==> src/rtl/tcp_pkg.sv <==
package tcp_pkg;
  localparam int unsigned RATIO_W = 3;

  typedef enum logic [1:0] {
    SEL_CNT  = 2'd0,
    SEL_OPT  = 2'd1,
    SEL_FLAG = 2'd2,
    SEL_NONE = 2'd3
  } reg_sel_e;

  typedef struct packed {
    logic [RATIO_W-1:0] ratio;
    logic               to_timer;
    logic               fall_edge;
    logic               ext_src;
  } opt_t;

  localparam int unsigned OPT_W = $bits(opt_t);
endpackage

==> src/rtl/tcp_phase_div.sv <==
module tcp_phase_div #(
  parameter int unsigned DIV = 4
) (
  input  logic clk_i,
  input  logic rst_ni,
  input  logic clr_i,
  output logic tick_o
);
  localparam int unsigned PH_W = (DIV > 1) ? $clog2(DIV) : 1;
  localparam logic [PH_W-1:0] LAST = PH_W'(DIV - 1);

  logic [PH_W-1:0] ph_q;

  assign tick_o = (ph_q == LAST);

  always_ff @(posedge clk_i or negedge rst_ni) begin
    if (!rst_ni)        ph_q <= '0;
    else if (clr_i)     ph_q <= '0;
    else if (tick_o)    ph_q <= '0;
    else                ph_q <= ph_q + 1'b1;
  end


  tick_gap_chk: assert property (@(posedge clk_i) disable iff (!rst_ni)
    tick_o |=> !tick_o);
endmodule

==> src/rtl/tcp_edge_sync.sv <==
module tcp_edge_sync #(
  parameter int unsigned STAGES = 2
) (
  input  logic clk_i,
  input  logic rst_ni,
  input  logic pin_i,
  output logic rise_o,
  output logic fall_o
);
  logic [STAGES-1:0] sync_q;
  logic              last_q;

  generate
    if (STAGES == 1) begin : g_one
      always_ff @(posedge clk_i or negedge rst_ni) begin
        if (!rst_ni) sync_q <= '0;
        else         sync_q <= pin_i;
      end
    end else begin : g_chain
      always_ff @(posedge clk_i or negedge rst_ni) begin
        if (!rst_ni) sync_q <= '0;
        else         sync_q <= {sync_q[STAGES-2:0], pin_i};
      end
    end
  endgenerate

  always_ff @(posedge clk_i or negedge rst_ni) begin
    if (!rst_ni) last_q <= 1'b0;
    else         last_q <= sync_q[STAGES-1];
  end

  assign rise_o =  sync_q[STAGES-1] & ~last_q;
  assign fall_o = ~sync_q[STAGES-1] &  last_q;


  rise_single_chk: assert property (@(posedge clk_i) disable iff (!rst_ni)
    rise_o |=> !rise_o);

  fall_single_chk: assert property (@(posedge clk_i) disable iff (!rst_ni)
    fall_o |=> !fall_o);
endmodule

==> src/rtl/tcp_prescale.sv <==
module tcp_prescale #(
  parameter int unsigned RATIO_W = 3
) (
  input  logic               clk_i,
  input  logic               rst_ni,
  input  logic               clr_i,
  input  logic               en_i,
  input  logic [RATIO_W-1:0] ratio_i,
  input  logic               src_i,
  output logic               inc_o
);
  localparam int unsigned PRE_W = 1 << RATIO_W;

  logic [PRE_W-1:0] pre_q;
  logic [PRE_W-1:0] mask;
  logic [PRE_W-1:0] ones;

  assign ones  = '1;
  // ratio 2^(field+1): low field+1 bits all ones marks the last source event
  assign mask  = ~(ones << (int'(ratio_i) + 1));
  assign inc_o = src_i & (~en_i | ((pre_q & mask) == mask));

  always_ff @(posedge clk_i or negedge rst_ni) begin
    if (!rst_ni)             pre_q <= '0;
    else if (clr_i)          pre_q <= '0;
    else if (src_i && en_i)  pre_q <= pre_q + 1'b1;
  end


  inc_src_chk: assert property (@(posedge clk_i) disable iff (!rst_ni)
    inc_o |-> src_i);
endmodule

==> src/rtl/tcp_timer.sv <==
module tcp_timer
  import tcp_pkg::*;
#(
  parameter int unsigned CNT_W       = 8,
  parameter int unsigned PHASE_DIV   = 4,
  parameter int unsigned SYNC_STAGES = 2,
  parameter int unsigned HOLD_EVENTS = 2
) (
  input  logic             clk_i,
  input  logic             rst_ni,
  input  logic             wr_en_i,
  input  logic [1:0]       wr_sel_i,
  input  logic [CNT_W-1:0] wr_data_i,
  input  logic [1:0]       rd_sel_i,
  output logic [CNT_W-1:0] rd_data_o,
  input  logic             ext_clk_i,
  output logic             ovf_o
);
  localparam int unsigned HOLD_W = $clog2(HOLD_EVENTS + 1);

  opt_t              opt_q;
  logic [CNT_W-1:0]  cnt_q;
  logic              ovf_q;
  logic [HOLD_W-1:0] hold_q;

  logic wr_cnt, wr_opt, wr_flag;
  logic tick, rise, fall, src, inc, take, wrap;

  assign wr_cnt  = wr_en_i & (reg_sel_e'(wr_sel_i) == SEL_CNT);
  assign wr_opt  = wr_en_i & (reg_sel_e'(wr_sel_i) == SEL_OPT);
  assign wr_flag = wr_en_i & (reg_sel_e'(wr_sel_i) == SEL_FLAG);

  tcp_phase_div #(.DIV(PHASE_DIV)) u_phase (
    .clk_i (clk_i),
    .rst_ni(rst_ni),
    .clr_i (wr_cnt),
    .tick_o(tick)
  );

  tcp_edge_sync #(.STAGES(SYNC_STAGES)) u_sync (
    .clk_i (clk_i),
    .rst_ni(rst_ni),
    .pin_i (ext_clk_i),
    .rise_o(rise),
    .fall_o(fall)
  );

  assign src = opt_q.ext_src ? (opt_q.fall_edge ? fall : rise) : tick;

  tcp_prescale #(.RATIO_W(RATIO_W)) u_pre (
    .clk_i  (clk_i),
    .rst_ni (rst_ni),
    .clr_i  (wr_cnt),
    .en_i   (opt_q.to_timer),
    .ratio_i(opt_q.ratio),
    .src_i  (src),
    .inc_o  (inc)
  );

  assign take = inc & (hold_q == '0) & ~wr_cnt;
  assign wrap = take & (cnt_q == '1);

  always_ff @(posedge clk_i or negedge rst_ni) begin
    if (!rst_ni)                     hold_q <= '0;
    else if (wr_cnt)                 hold_q <= HOLD_W'(HOLD_EVENTS);
    else if (inc && hold_q != '0)    hold_q <= hold_q - 1'b1;
  end

  always_ff @(posedge clk_i or negedge rst_ni) begin
    if (!rst_ni)      cnt_q <= '0;
    else if (wr_cnt)  cnt_q <= wr_data_i;
    else if (take)    cnt_q <= cnt_q + 1'b1;
  end

  always_ff @(posedge clk_i or negedge rst_ni) begin
    if (!rst_ni)      opt_q <= '0;
    else if (wr_opt)  opt_q <= opt_t'(wr_data_i[OPT_W-1:0]);
  end

  // overflow beats a same-cycle clear
  always_ff @(posedge clk_i or negedge rst_ni) begin
    if (!rst_ni)                       ovf_q <= 1'b0;
    else if (wrap)                     ovf_q <= 1'b1;
    else if (wr_flag && !wr_data_i[0]) ovf_q <= 1'b0;
  end

  always_comb begin
    rd_data_o = '0;
    case (reg_sel_e'(rd_sel_i))
      SEL_CNT:  rd_data_o = cnt_q;
      SEL_OPT:  rd_data_o[OPT_W-1:0] = opt_q;
      SEL_FLAG: rd_data_o[0] = ovf_q;
      default:  rd_data_o = '0;
    endcase
  end

  assign ovf_o = ovf_q;


  load_chk: assert property (@(posedge clk_i) disable iff (!rst_ni)
    wr_cnt |=> cnt_q == $past(wr_data_i));

  hold_chk: assert property (@(posedge clk_i) disable iff (!rst_ni)
    (hold_q != '0 && !wr_cnt) |=> cnt_q == $past(cnt_q));

  step_chk: assert property (@(posedge clk_i) disable iff (!rst_ni)
    !wr_cnt |=> (cnt_q == $past(cnt_q) || cnt_q == $past(cnt_q) + 1'b1));

  wrap_chk: assert property (@(posedge clk_i) disable iff (!rst_ni)
    (cnt_q == '1 && !wr_cnt) |=> (cnt_q == '1 || (cnt_q == '0 && ovf_q)));

  ovf_sticky_chk: assert property (@(posedge clk_i) disable iff (!rst_ni)
    (ovf_q && !(wr_flag && !wr_data_i[0])) |=> ovf_q);
endmodule

==> config.mk <==
export PLATFORM = sky130hd
export DESIGN_NAME = tcp_timer
export DESIGN_NICKNAME = d
export VERILOG_FILES = /design/src/rtl/tcp_pkg.sv /design/src/rtl/tcp_phase_div.sv /design/src/rtl/tcp_edge_sync.sv /design/src/rtl/tcp_prescale.sv /design/src/rtl/tcp_timer.sv
export SDC_FILE = /design/constraint.sdc
export NUM_CORES = 1
export LEC_CHECK = 0
export ABC_AREA = 0
export CORE_MARGIN = 2
export CORE_UTILIZATION = 38
export DETAILED_ROUTE_END_ITERATION = 8
export SLEW_MARGIN = 20
export SYNTH_ARGS = -nofsm -noshare
export SYNTH_HDL_FRONTEND = slang
export SYNTH_SLANG_ARGS = --single-unit
==> constraint.sdc <==
create_clock -name clk_i -period 4 [get_ports clk_i]
set_clock_uncertainty 0.1 [all_clocks]
set_input_delay 1.2 -clock clk_i [delete_from_list [all_inputs] [get_ports clk_i]]
set_output_delay 1.2 -clock clk_i [all_outputs]
set_load 0.01 [all_outputs]
# After elaboration in Yosys (flattened, before gate mapping)
# Index checks and enable logic that the tools add are counted.
[totals]
out_inout_bits = 9
input_bits = 16
regBits = 30
[op_classes]
shifts = 1
reduce_logical = 12
mux = 15
eq_ne = 7
addsub = 5
n_bitwise = 16
[op_table]
columns = ["op", "n"]
rows = [
  ["2-to-1 mux 8 bit", 4],
  ["left shift 8 x 32 -> 8 bit (first input constant)", 1],
  ["adder 8 x 1 -> 8 bit (second input constant)", 2],
  ["2-to-1 mux 2 bit", 5],
  ["case mux 5 bit (2 select lines)", 1],
  ["nonzero test 2 bit", 5],
  ["AND 1 bit", 9],
  ["AND 8 bit", 1],
  ["equality test 8 bit", 1],
  ["equality test 8 bit (second input constant)", 1],
  ["inverter 8 bit", 1],
  ["equality test 2 bit (second input constant)", 3],
  ["logical NOT 2 bit", 3],
  ["adder 3 x 1 -> 4 bit (second input constant)", 1],
  ["equality test 2 x 1 -> 1 bit (second input constant)", 2],
  ["2-to-1 mux 1 bit", 4],
  ["inverter 1 bit", 4],
  ["logical AND 1 bit", 3],
  ["case mux 1 bit (3 select lines)", 1],
  ["adder 2 x 1 -> 2 bit (second input constant)", 1],
  ["subtractor 2 x 1 -> 2 bit (second input constant)", 1],
  ["logical NOT 1 bit", 1],
  ["bitwise OR 1 bit", 1],
]

# Longest topological paths before layout
# Gate-level depths: netlist (run 1).
[logic_depth]
word_depth = 11
depth_mapped = 8

# Cells and area by module
# A second synthesis (run 1) with hierarchy kept.
[hier_totals]
hier_cells = 163
hier_area_um2 = 1646.6
[modules_own_cells]
columns = ["module", "n_inst", "seq_area_each_um2", "area_each_um2", "cells_each"]
rows = [
  ["tcp_timer", 1, 425.4, 974.7, 95],
  ["tcp_prescale", 1, 200.2, 503.0, 58],
  ["tcp_edge_sync", 1, 75.1, 90.1, 5],
  ["tcp_phase_div", 1, 50.0, 78.8, 5],
]

# Least setup slack after synthesis (run 1)
# OpenSTA, ideal clock, no wires.
[synth_path]
path_kind = "input -> output"
start = "input port rd_sel_i[1]"
end = "output port rd_data_o[0]"
arrival_time_ps = 1830
path_slack_ps = 870
required_time_ps = 2700
path_stages = 3
cell_sequence = "clkbuf_1 > mux2i_1 > o21ai_0"
[synth_via]
elab_chain_len = 2
word_cells_on_any_way = 4
classes_between = "2 x eq/ne; 1 x mux; 1 x reduce/logical"
[synth_lines]
columns = ["item", "line_no", "rtl"]
rows = [
  ["start, declared", "tcp_timer.sv:14", "input logic [1:0] rd_sel_i,"],
  ["equality test 2 bit, or another cell as far along", "tcp_timer.sv:89", "case (reg_sel_e'(rd_sel_i))"],
  ["case mux 1 bit (3 select lines) *", "tcp_timer.sv:89", ""],
  ["end, declared", "tcp_timer.sv:15", "output logic [CNT_W-1:0] rd_data_o,"],
]
# Mark *: on every way between the ends. The rest lies on a longest branch, timed or not.

# Worst setup path after layout (run 1)
[layout_path]
start = "input port rd_sel_i[1]"
end = "output port rd_data_o[7]"
[layout_via]
elab_chain_len = 2
[layout_lines]
columns = ["item", "line_no"]
rows = [
  ["logical NOT 2 bit", "tcp_timer.sv:89"],
  ["2-to-1 mux 2 bit", "tcp_timer.sv:89"],
]
# No other way between the ends.

==> key figures, run 1 <==
Clock network
  • Clock Sinks: 30
  • CTS clk-pin slew, worst paths: 0.06 ns
  • CTS Buf Count: 5
  • Worst skew pair latency: ~0.28 ns
  • CTS max path bufs: 2
  • Setup repair bufs after CTS: 0
  • CTS Root Cell: clkbuf_8
  • CTS H-tree depth: 2
  • CTS tree: yes

Timing
  • Final setup fails: 0
  • Hold slack: 0.2541 ns
  • RSZ-0062 raised after global routing: no
  • Min Tclk post-route: 3.893 ns
  • Worst slew pin tran: 0.5046 ns
  • Crit share post-route: 0.9732
  • Fin. max-slew vios: 0
  • Slew HR: 0.6636
  • Setup TNS: 0 ns
  • Final Hold Fails: 0
  • Maximum clock rate: 0.2569 GHz

Power and ir drop
  • PD cells: 472.9 mW/mm^2
  • Clock power share: 0.230
  • Sw Ratio: 0.3520
  • Cell leakage power: 0.0009007 uW
  • Sequential share of power: 0.458
  • NetSw: between 300 and 400 uW
  • Int Power: 643.8 uW
  • Combinational power share: 0.311
  • Maximum VDD drop: 0.0001820 V

Detailed routing
  • Met2 WL: ~1.8 mm
  • Antenna Nets Post-Route: 0
  • Post-Route WL: 3.828 mm
  • TritonRoute pass-1 iters: 4
  • Mean number of vias per cell: 5.578
  • Routed length per instance: 15.37 um
  • M1 WL: 1.744 mm
  • Met3 wire len: 284 um
  • Initial drt markers: 68
  • # DRC: 0
  • Via count: between 1,000 and 1,500
  • DR top layer: met4

Floorplan
  • Row cnt: 24
  • Die area: 0.005043 mm^2
  • DIE WIDTH: 71.02 um
  • IO Pins: 25
  • Core Box Area: ~0.0044 mm^2
  • Die Span Y: 71.02 um
  • Initial core utilization: 0.3920

Cells and area
  • # diodes: 0
  • Fill cells: between 400 and 500
  • Share of cells above drive strength 1: 0.09137
  • Area delta synth->final: 23.09%
  • Leading cell types in the layout, fill and taps excluded: 30 x dfrtp_1, 23 x clkdlybuf4s50_1, 16 x nand2_1
  • Final #Nets: ~220
  • Commonest non-fill, non-tap cell in the layout: dfrtp_1

Logic synthesis
  • Netlist cell types: 36
  • Mapped Cells: 168
  • Post-synthesis simple-gate area fraction: 0.2192
  • Register area share after synthesis: 0.4399
  • Synth Cell Area: around 0.0017 mm^2
  • Synth top area share: 0.4399
  • Largest family of logic cells by synthesized area: simple AND/OR/NAND/NOR gates
  • Yosys reg bits: 30
  • Cell taking the most area after synthesis: dfrtp_1
  • Post-synthesis adder-cell area fraction: 0.04399
  • Synth Area in XOR/XNOR: 0.03079
  • Ys Warns: 0
  • Post-synthesis compound-gate area fraction: 0.1488
  • Mapped Nets: 190
  • Top cells by area, synth: dfrtp_1 44%, ha_1 4.4%, mux2i_1 4.1%
  • Mux cell area share after synthesis: 0.08065
  • Mean Syn Cell Area: 10.16 um^2

GRT
  • Total congestion overflow: 0
  • Initial antenna violation count: 0
  • First-pass GRT wire length: 6.768 mm
  • Vias in the first global route: 1,440
  • Tot GR Track Use: 0.1695
  • Largest net degree at the start of global routing: 31

Critical path
  • Worst-path maximum fanout: 6
  • Worst setup EP type: output pin
  • Kind of critical path: input port to output pin
  • Data arrival, critical path: 2.59 ns
  • CP required: approximately 2.7 ns
  • Crit path launch type: input port

Outcome
  • Status: finished, final reports clean

Job
  • Max Cap Viol: 0

Placement
  • Port Buffer Count: 24
  • Post-DP HPWL: 2.729 mm
  • GP Congestion: 0.7957

Worst hold path
  • Hold Path Class: flop to flop
## registers in the layout, summed over array words and instances, names as in the netlist
| name | count |
|---|---|
| ovf_o | 1 |
| u_pre.pre_q | 8 |
| cnt_q | 8 |
| u_phase.ph_q | 2 |
| u_sync.last_q | 1 |
| u_sync.sync_q | 2 |
| hold_q | 2 |
| opt_q | 6 |
## Yosys cell counts
master and count:
dfrtp_1 30, nand2_1 16, nor2_1 14, nand3_1 9, o211ai_1 9, mux2i_1 7, and3_1 6, ha_1 6
inv_1 6, mux2_1 6, xor2_1 6, clkbuf_1 5, o311ai_1 5, nand2b_1 4, nand4_1 4, o311ai_2 4
and2_1 3, nand3b_1 3, nor3b_1 3, a21oi_1 2, a31oi_1 2, buf_2 2, o21ai_1 2, or3b_1 2
a21boi_0 1, and4_1 1, buf_6 1, nor3_1 1, o21ai_0 1, o221ai_1 1, o31ai_2 1, o41a_1 1
or3_1 1, or3b_2 1, or4_1 1, or4bb_1 1
## final timing paths
check,to,slack [ns],startpoint,depth (start not counted)
worst max-delay path,rd_data_o[7],0.11,rd_sel_i[1],4
worst min-delay path,u_sync.sync_q[1],0.25,u_sync.sync_q[0],0
worst max register to register,cnt_q[6],1.21,opt_q[4],7
worst min register to register,u_sync.sync_q[1],0.25,u_sync.sync_q[0],0
max in group asynchronous,u_sync.last_q,2.30,rst_ni,2
min in group asynchronous,opt_q[0],1.21,rst_ni,2
## logic make-up (layout without fill, tap and decap cells)
family          count (synthesis)  after routing
mux                            13             13
simple gates                   70             70
xor+xnor                        6              6
compound gates                 29             29
buf+inv                        14             43
fa+ha+maj                       6              6
flops                          30             30
## through the flow
step / cells / cell area (um^2) / power (uW) / utilization / worst slack, ns
final: 249 / 2101 / 993.4 / 0.4825 / 0.1070
after global routing: 249 / 2101 / 1068 / 0.4825 / 0.02691
after CTS: 249 / 2098 / 1000 / 0.4819 / 0.09881
after detailed placement: 242 / 2022 / 768.2 / 0.4644 / 0.09559
after global placement: 242 / 2022 / 756.2 / 0.4644 / 0.1252
after floorplan: 168 / 1707 / 657.0 / - / 0.8703
## power groups by stage
stage / Combinational, uW / Sequential (uW) / Clock, uW
global placement: 300 / 457 / 0
floorplan: 227 / 430 / 0
finish: 309 / 455 / 229
detailed placement: 309 / 460 / 0
global route: 351 / 467 / 250
CTS: 312 / 454 / 234
## per-layer routing
layer / vias up / GRT usage
li1: 681 / -
met1: 646 / 0.2274
met2: 57 / 0.2617
met3: 5 / 0.04558
met4: 0 / 0.06709
met5: - / 0
## layout make-up
cell class,instances,area (um^2),area share
Tap cell,52,65.06,0.03097
Clock buffer,7,76.32,0.03633
Timing Repair Buffer,30,287.8,0.1370
Multi-Input combinational cell,124,898.4,0.4276
Inverter,6,22.52,0.01072
Sequential cell,30,750.7,0.3574
## timing repair
item | in CTS | in global routing
endpoints found under the setup margin | 0 | 1
gates resized for setup | 0 | 1
hold buffers | 0 | 0
## critical path, stage by stage
cell and delay (ns):
clkdlybuf4s50_1 0.48, buf_4 0.19, nor3b_1 0.17, clkdlybuf4s50_1 0.56
Note: power is estimated with default switching activity, not from simulation.
==> run 2, diff against run 1 <==
--- a/config.mk
+++ b/config.mk
@@ -5,10 +5,10 @@
 export SDC_FILE = /design/constraint.sdc
 export NUM_CORES = 1
 export LEC_CHECK = 0
-export ABC_AREA = 0
 export CORE_MARGIN = 2
 export CORE_UTILIZATION = 38
 export DETAILED_ROUTE_END_ITERATION = 8
+export GPL_TIMING_DRIVEN = 0
 export SLEW_MARGIN = 20
 export SYNTH_ARGS = -nofsm -noshare
 export SYNTH_HDL_FRONTEND = slang
==> run 2 against run 1 <==
Compared with the run above:
- fmax is 4.2% higher
- final cell count is 0.40% higher
- cell area is 0.83% lower
- via count is 1.6% higher
- clock power is 9% higher
- highest routed layer unchanged
- critical endpoint is now rd_data_o[4]
- first-iteration DRC count is 8.8% higher
==> key figures, run 2 (synthesized netlist as in run 1, its figures left out) <==
Outcome
  • Status: finished, final reports clean

Job
  • Max Cap Viol: 0 (unchanged)

GRT
  • Total congestion overflow: 0 (unchanged)
  • Vias in the first global route: 1,419 (-1.5%)
  • First-pass GRT wire length: 6.679 mm (-1.3%)
  • Tot GR Track Use: 0.1707 (+0.001196)
  • Largest net degree at the start of global routing: 31 (unchanged)
  • Initial antenna violation count: 0 (unchanged)

Timing
  • Maximum clock rate: 0.2678 GHz (+4.2%)
  • Worst slew pin tran: 0.6805 ns (+0.1759 ns)
  • Min Tclk post-route: 3.734 ns (-0.1586 ns)
  • Crit share post-route: 0.9336 (-0.03966)
  • Setup TNS: 0 ns (unchanged)
  • Final setup fails: 0 (unchanged)
  • Hold slack: 0.2519 ns (-0.002153 ns)
  • RSZ-0062 raised after global routing: no
  • Fin. max-slew vios: 0 (unchanged)
  • Final Hold Fails: 0 (unchanged)
  • Slew HR: 0.5463 (-0.1173)

Critical path
  • Worst-path maximum fanout: 9 (+3)
  • Kind of critical path: input port to output pin
  • Crit path launch type: input port
  • Worst setup EP type: output pin
  • CP required: 2.70 ns (about the same)
  • Crit path to: rd_data_o[4]
  • Crit path from: rd_sel_i[0]
  • RR Endpoint: cnt_q[7]
  • Register-to-Register Path Depth: 8 (+1)
  • FF-to-FF setup slack: 1.51 ns (+0.30 ns)
  • Data arrival, critical path: 2.43 ns (-0.16 ns)
  • Reg-to-reg startpoint: opt_q[4]

Clock network
  • CTS Buf Count: 5 (unchanged)
  • Setup repair bufs after CTS: 0 (unchanged)
  • Cts repair resizes: 0 (unchanged)
  • CTS max path bufs: 2 (unchanged)
  • CTS tree: yes
  • CTS H-tree depth: 2 (unchanged)
  • CTS clk-pin slew, worst paths: 0.06 ns (about the same)
  • Hold buffers post-CTS: 0 (unchanged)
  • Clock Sinks: 30 (unchanged)
  • Worst skew pair latency: 0.28 ns (about the same)
  • CTS Root Cell: clkbuf_8

Power and ir drop
  • NetSw: 354.7 uW (+1.4%)
  • Clock power share: 0.244 (+0.014)
  • Cell leakage power: 0.0008770 uW (-2.6%)
  • Maximum VDD drop: 0.0001468 V (-19%)
  • Sequential share of power: 0.442 (-0.016)
  • Int Power: 663.1 uW (+3.0%)
  • PD cells: 488.6 mW/mm^2 (+3.3%)
  • Sw Ratio: 0.3485 (-0.003474)
  • Combinational power share: 0.314 (+0.003)

Detailed routing
  • TritonRoute pass-1 iters: 4 (unchanged)
  • # DRC: 0 (unchanged)
  • DR top layer: met4
  • Met3 wire len: 203 um (-29%)
  • Routed length per instance: 15.55 um (+1.2%)
  • Post-Route WL: 3.888 mm (+1.6%)
  • Mean number of vias per cell: 5.644 (+1.2%)
  • Initial drt markers: 74 (+8.8%)
  • M1 WL: 1.743 mm (about the same)
  • Via count: 1,411 (+1.6%)
  • Met2 WL: 1.874 mm (+6.6%)
  • Antenna Nets Post-Route: 0 (unchanged)

Floorplan
  • Initial core utilization: 0.3920 (unchanged)
  • DIE WIDTH: 71.02 um (unchanged)
  • Row cnt: 24 (unchanged)
  • Die Span Y: 71.02 um (unchanged)
  • IO Pins: 25 (unchanged)
  • Core Box Area: 0.004354 mm^2 (unchanged)
  • Die area: 0.005043 mm^2 (unchanged)

Cells and area
  • Share of cells above drive strength 1: 0.09091 (-0.0004615)
  • # diodes: 0 (unchanged)
  • Final Util: 0.4784 (-0.004023)
  • Final #Nets: 219 (unchanged)
  • Leading cell types in the layout, fill and taps excluded: 30 x dfrtp_1, 21 x clkdlybuf4s50_1, 16 x nand2_1
  • Largest registers: cnt_q: 8 flops, u_pre.pre_q: 8 flops, opt_q: 6 flops
  • Commonest non-fill, non-tap cell in the layout: dfrtp_1
  • Area delta synth->final: 22.07%

Worst hold path
  • Hold Path Class: flop to flop
  • Hold Startpoint: u_sync.sync_q[0]

Placement
  • GP Congestion: 0.8069 (+1.4%)
  • Post-DP HPWL: 2.901 mm (+6.3%)
  • Port Buffer Count: 22 (-8.3%)
run 2: worst max-delay path: stages:
cell and delay, ns:
clkbuf_1 0.42, mux2i_1 0.15, nor2_1 0.12, clkdlybuf4s50_1 0.55
run 2: area by class of cell:
type / count / area [um^2]
Multi-Input combinational cell: 124 / 898.4
Clock buffer: 7 / 86.33
Buffer: 8 / 40.04
Inverter: 6 / 22.52
Sequential cell: 30 / 750.7
Tap cell: 52 / 65.06
Clock inverter: 1 / 5.005
Fill cell: 405 / 2271
Timing Repair Buffer: 22 / 215.2
run 2: how the worst min path moves through the flow:
| stage | end | slack, ns | cells after the start |
|---|---|---|---|
| finish | u_sync.sync_q[1] | 0.25 | 0 |
| floorplan | u_sync.sync_q[1] | 0.23 | 0 |
| CTS | u_sync.sync_q[1] | 0.26 | 0 |
| global placement | u_sync.sync_q[1] | 0.23 | 0 |
| global route | u_sync.sync_q[1] | 0.27 | 0 |
| detailed placement | u_sync.sync_q[1] | 0.24 | 0 |
run 2: routing by layer:
| metal | up-vias | GRT usage |
|---|---|---|
| met3 | 9 | 0.04558 |
| met2 | 37 | 0.2825 |
| met1 | 689 | 0.2111 |
| li1 | 676 | - |
| met5 | - | 0 |
| met4 | 0 | 0.07128 |
run 2: per-stage QoR:
step	setup WS [ns]	total power [uW]	cell area (um^2)	cells
finish	0.2657	1018	2083	250
global route	0.1700	1095	2083	250
floorplan	0.8703	657.0	1707	168
CTS	0.2846	1027	2083	250
global placement	0.3006	755.4	1992	242
detailed placement	0.2855	776.5	1992	242
run 2: power groups by stage:
stage | sequential (uW) | combinational [uW] | clock (uW)
3_3_place_gp | 449 | 306 | 0
3_5_place_dp | 454 | 322 | 0
4_1_cts | 448 | 323 | 255
2_1_floorplan | 430 | 227 | 0
5_1_grt | 462 | 365 | 268
6_report | 450 | 320 | 249
==> run 3, diff against run 2 <==
==> constraint.sdc (replaced) <==
create_clock -name clk_i -period 4.6 [get_ports clk_i]
set_clock_uncertainty 0.1 [all_clocks]
set_input_delay 1.38 -clock clk_i [delete_from_list [all_inputs] [get_ports clk_i]]
set_output_delay 1.38 -clock clk_i [all_outputs]
set_load 0.01 [all_outputs]
==> results of run 3 <==
The final DEF is identical to that of run 2. Status: finished, final reports clean.
Among the figures that moved: setup slack after placement 0.2855 ns -> 0.5255 ns; setup slack after layout 0.2657 ns -> 0.5057 ns; register-to-register setup slack 1.51 ns -> 2.11 ns; total power 1018 uW -> 885.0 uW; worst IR drop on VDD 0.0001468 V -> 0.0001277 V
